<file path="src/rtl/pll_cfg_loader.sv">
module pll_cfg_loader #(
  parameter int unsigned CLK_HZ    = 10_000_000,
  parameter int unsigned SETTLE_US = 10,
  parameter int unsigned LED_US    = 100_000,
  parameter int unsigned PASSES    = 3,
  parameter logic [23:0] INIT_WORD = 24'h090093,
  parameter logic [23:0] REF_WORD  = 24'h1000A0,
  parameter logic [23:0] FB_WORD   = 24'h01A901
) (
  input  logic clk,
  input  logic rst_n,
  output logic ser_data,
  output logic ser_clk,
  output logic ser_latch,
  output logic led,
  output logic done
);
  localparam int unsigned TPU      = CLK_HZ / 1_000_000;
  localparam int unsigned STEP_CYC = TPU * SETTLE_US;
  localparam int unsigned LED_CYC  = TPU * LED_US;
  localparam int unsigned CMAX     = (LED_CYC > STEP_CYC) ? LED_CYC : STEP_CYC;
  localparam int unsigned CW       = $clog2(CMAX + 1);
  localparam int unsigned PW       = (PASSES > 1) ? $clog2(PASSES) : 1;

  typedef enum logic [2:0] {
    ST_BOOT, ST_LED, ST_SETUP, ST_HIGH, ST_GAP, ST_LATCH, ST_DONE
  } st_t;

  st_t           st;
  logic [CW-1:0] cnt;
  logic [4:0]    bidx;
  logic [1:0]    widx;
  logic [PW-1:0] pass;
  logic [23:0]   word;
  logic          cnt_end;

  assign word    = (widx == 2'd0) ? INIT_WORD : (widx == 2'd1) ? REF_WORD : FB_WORD;
  assign cnt_end = (st == ST_LED) ? (cnt == CW'(LED_CYC - 1)) : (cnt == CW'(STEP_CYC - 1));

  assign ser_data  = (st == ST_SETUP || st == ST_HIGH) && word[bidx];
  assign ser_clk   = (st == ST_HIGH);
  assign ser_latch = (st == ST_LATCH);
  assign led       = (st == ST_LED);
  assign done      = (st == ST_DONE);

  always_ff @(posedge clk or negedge rst_n) begin
    if (!rst_n) begin
      st   <= ST_BOOT;
      cnt  <= '0;
      bidx <= 5'd23;
      widx <= 2'd0;
      pass <= '0;
    end else if (st == ST_BOOT) begin
      st  <= ST_LED;
      cnt <= '0;
    end else if (st != ST_DONE) begin
      if (!cnt_end) begin
        cnt <= cnt + 1'b1;
      end else begin
        cnt <= '0;
        case (st)
          ST_LED: begin
            st   <= ST_SETUP;
            bidx <= 5'd23;
            widx <= 2'd0;
          end
          ST_SETUP: st <= ST_HIGH;
          ST_HIGH: begin
            if (bidx == 5'd0) st <= ST_GAP;
            else begin
              bidx <= bidx - 1'b1;
              st   <= ST_SETUP;
            end
          end
          ST_GAP: st <= ST_LATCH;
          ST_LATCH: begin
            if (widx == 2'd2) begin
              if (pass == PW'(PASSES - 1)) st <= ST_DONE;
              else begin
                pass <= pass + 1'b1;
                st   <= ST_LED;
              end
            end else begin
              widx <= widx + 1'b1;
              bidx <= 5'd23;
              st   <= ST_SETUP;
            end
          end
          default: st <= ST_DONE;
        endcase
      end
    end
  end
endmodule

</file>
<file path="config.mk">
export PLATFORM = sky130hd
export DESIGN_NAME = pll_cfg_loader
export DESIGN_NICKNAME = d
export VERILOG_FILES = /design/src/rtl/pll_cfg_loader.sv
export SDC_FILE = /design/constraint.sdc
export NUM_CORES = 1
export LEC_CHECK = 0
export BUFFER_PORTS_ARGS = -buffer_cell sky130_fd_sc_hd__buf_2
export CORE_MARGIN = 2
export CORE_UTILIZATION = 42
export DETAILED_ROUTE_END_ITERATION = 12
export SYNTH_ARGS = -nofsm -noshare
export SYNTH_HDL_FRONTEND = slang
export SYNTH_SLANG_ARGS = --single-unit
</file>
<file path="constraint.sdc">
create_clock -name clk -period 6.7 [get_ports clk]
set_clock_uncertainty 0.2 [all_clocks]
set_input_delay 0.335 -clock clk [delete_from_list [all_inputs] [get_ports clk]]
set_output_delay 0.335 -clock clk [all_outputs]
set_load 0.1 [all_outputs]
</file>
==> results by group <==
Synthesis
  – Flops & latches, synth: 32
  – Largest family of logic cells by synthesized area: simple AND/OR/NAND/NOR gates
  – Post-synth ARST share: 100%
  – Avg Synthesized Cell Area: 8.96 um^2
  – Cell Area, Synth: 2200 um^2
  – Xor-xnor portion of the synthesized cell area: 7.15%
  – Simple-gate share of the synthesized area: 26.2%
  – Synth Flop Type: dfrtp_1
  – Post-synthesis adder-cell area fraction: 5.11%
  – Cells after Synth: 246
  – Number of flops mapped to enable cells by yosys: 0
  – Synth Area in Compound Gates: 15.2%
  – Yosys warnings: 0
  – Post-Syn Nets: 257
  – Yosys cell types: 61
  – Post-synthesis sequential area ratio: 36.5%
  – Portion of netlist area occupied by mux cells: 2.04%

CTS
  – H-tree depth: 2
  – # hold bufs at CTS: 1
  – CTS resizes: 0
  – CTS Root Buffer Type: clkbuf_8
  – Maximum clock insertion buffer count: 2
  – Post-CTS Setup Bufs: 0
  – CTS tree: done
  – Clk_lat worst skew: 0.29 ns
  – Clk pin slew, worst setup/hold paths: 0.07 ns
  – Sink Count: 32
  – Num CTS Buffers: 5

STA
  – Final Max Slew Viols: 0
  – Setup violators final: 0
  – Rel. slew slack: 52.3%
  – Worst-Margin Slew: 0.715 ns
  – Final TNS setup: 0 ns
  – RSZ-0062 raised after global routing: no
  – Tmin final: 2.88 ns
  – Max Freq: 0.348 GHz
  – Tcrit/Tclk final: 42.9%
  – Final hold violations: 0

Worst setup path
  – Bufs and invs on worst path: 2
  – Data required time of the critical path: 6.16 ns
  – Crit Path Category: flop to output port
  – CP most frequent cell: a221oi_1
  – Reg2reg start: st[0]$_DFFE_PN0P_
  – Crit path capture type: output port
  – Crit path launch: widx[0]$_DFFE_PN0P_
  – CP cell instances: inv_1, ha_1, o21ai_0, a221oi_1, a221oi_1, a211oi_1, o21a_1, buf_2
  – Crit-path max FO: 7
  – CP Data Arrival Time: 2.34 ns
  – Setup crit start kind: flop
  – R2r setup slk: 4.06 ns
  – Worst path slowest cell: dfrtp_1
  – Delay-heaviest family, CP: compound AO/OA/AOI/OAI gates
  – Worst path max stage delay: 0.44 ns

Die
  – Row count: 26
  – Die width: 76.5 um
  – # IOs: 7
  – Starting Density: 43.4%
  – Die area: 5840 um^2
  – Core area: 5070 um^2
  – Chip height: 76.5 um

Place
  – Gp weighted congestion: 0.744
  – DP HPWL: 3.02 mm
  – Port bufs: 6

Cells and area
  – Most frequent cells in the layout: nor2_1 (31), dfrtp_1 (28), inv_1 (18)
  – Area Growth Syn to Fin: 5.28%
  – Final #Nets: 257
  – N_diodes: 0
  – Layout cells sized above 1: 11.7%
  – Filler cells: 508
  – Most common cell after layout, fill and taps aside: nor2_1

Routing
  – Vias per cell: 5.43
  – DR iter-0 viols: 104
  – Avg WL per Cell: 13.8 um
  – Post-route DRC violation count: 0
  – Total vias in the final route: 1722
  – Final wirelength: 4.39 mm
  – Detailed Routing Iterations Pass 1: 4
  – Routed Antenna Nets: 0

Pwr
  – Switching Fraction: 23.4%
  – Max IR drop VDD: 0.0787 mV
  – Power, Total: 0.000347 W
  – Switching Power: 0.0000811 W
  – Power Internal: 0.000266 W
  – Leakage Power: 0.942 nW
  – Part of the power in registers: 55.6%
  – Clock power frac: 43.1%
  – Logic pwr share: 1.2%
  – Power per cell area: 150 nW/um^2

Global route
  – Aggregate global routing overflow: 0
  – Number of global-route vias before repair: 1551
  – Largest net degree at the start of global routing: 33
  – Initial antenna violation count: 0
  – First-pass GRT wire length: 7.49 mm
  – Total track usage: 15.8%

Job
  – MaxCap Viol Count: 0

Min path
  – Hold WC Path Type: flop to flop
  – Hold path start: pass[0]$_DFFE_PN0P_

Run status
  – Status: finished, final reports clean
-- layout make-up --
cell class / count / area [um^2] / area share, %
well taps: 70 / 87.6 / 3.77
inverters: 19 / 71.3 / 3.07
clock buffers: 5 / 68.8 / 2.96
clock inverters: 3 / 18.8 / 0.809
repair buffers: 7 / 40.0 / 1.73
multi-input cells: 181 / 1230 / 52.9
flip-flops and latches: 32 / 806 / 34.7
-- flip-flops by register name, summed over array words and instances, names as in the netlist --
signal,count
pass,2
widx,2
cnt,20
st,3
bidx,5
-- through the flow --
step                      area, um^2  setup slack [ns]  hold WS [ns]  util (%)  instances
after CTS                       2320              3.78         0.281      45.7        317
after floorplan                 2200              3.93        -0.161         -        246
after global routing            2320              3.66         0.319      45.7        317
after global placement          2220              4.11         0.234      43.8        308
after detailed placement        2220              4.03         0.232      43.8        308
final                           2320              3.82         0.272      45.7        317
-- cell usage after synthesis (2+ instances only) --
cell type,n,area (um^2)
nor2_1,31,116
dfrtp_1,28,701
inv_1,18,67.6
xnor2_1,17,149
nand2_1,12,45.0
ha_1,9,113
nor3_1,9,45.0
o21ai_0,9,45.0
nand3_1,8,40.0
nand2b_1,7,43.8
a21oi_1,6,30.0
clkbuf_1,6,22.5
nand4_1,6,37.5
nor4_1,6,37.5
a31oi_1,4,25.0
buf_6,4,45.0
dfstp_2,4,105
o31ai_1,4,30.0
or3_1,4,25.0
nand3b_1,3,22.5
o211ai_1,3,22.5
a211oi_1,2,15.0
a221oi_1,2,17.5
and3_2,2,15.0
and4_1,2,17.5
buf_2,2,10.0
mux2i_1,2,20.0
nand4b_1,2,17.5
nor4b_1,2,17.5
-- logic make-up after synthesis --
logic type	count (synthesis)
AO/OA/AOI/OAI	46
XOR/XNOR	18
adder cells (fa/ha/maj)	9
buffers and inverters	33
flip-flops	32
multiplexers	4
AND/OR/NAND/NOR	104
-- power by group through the flow --
stage	Clock, W	Combinational [W]	Sequential, W
global route	0.000164	0.00000529	0.000193
floorplan	0	0.000000000499	0.000197
finish	0.000150	0.00000426	0.000193
detailed placement	0	0.00000419	0.000197
global placement	0	0.00000421	0.000197
CTS	0.000155	0.00000465	0.000193
-- metal layers --
metal  global-route usage [%]  up-vias  wire length, um
met3                     4.98        6              131
met4                     4.36        0               48
met1                     21.2      829             2190
met5                        0        -                0
met2                     24.5       14             2020
li1                         -      873                -
-- final timing paths --
path	to	depth (start not counted)
worst max-delay path	ser_data	8
worst min-delay path	pass[0]$_DFFE_PN0P_	1
worst min register to register	pass[0]$_DFFE_PN0P_	1
max in group asynchronous	st[0]$_DFFE_PN0P_	2
min in group asynchronous	cnt[14]$_DFFE_PN0P_	2
worst max register to register	st[1]$_DFFE_PN0P_	6
Note: power is estimated with default switching activity, not from simulation.
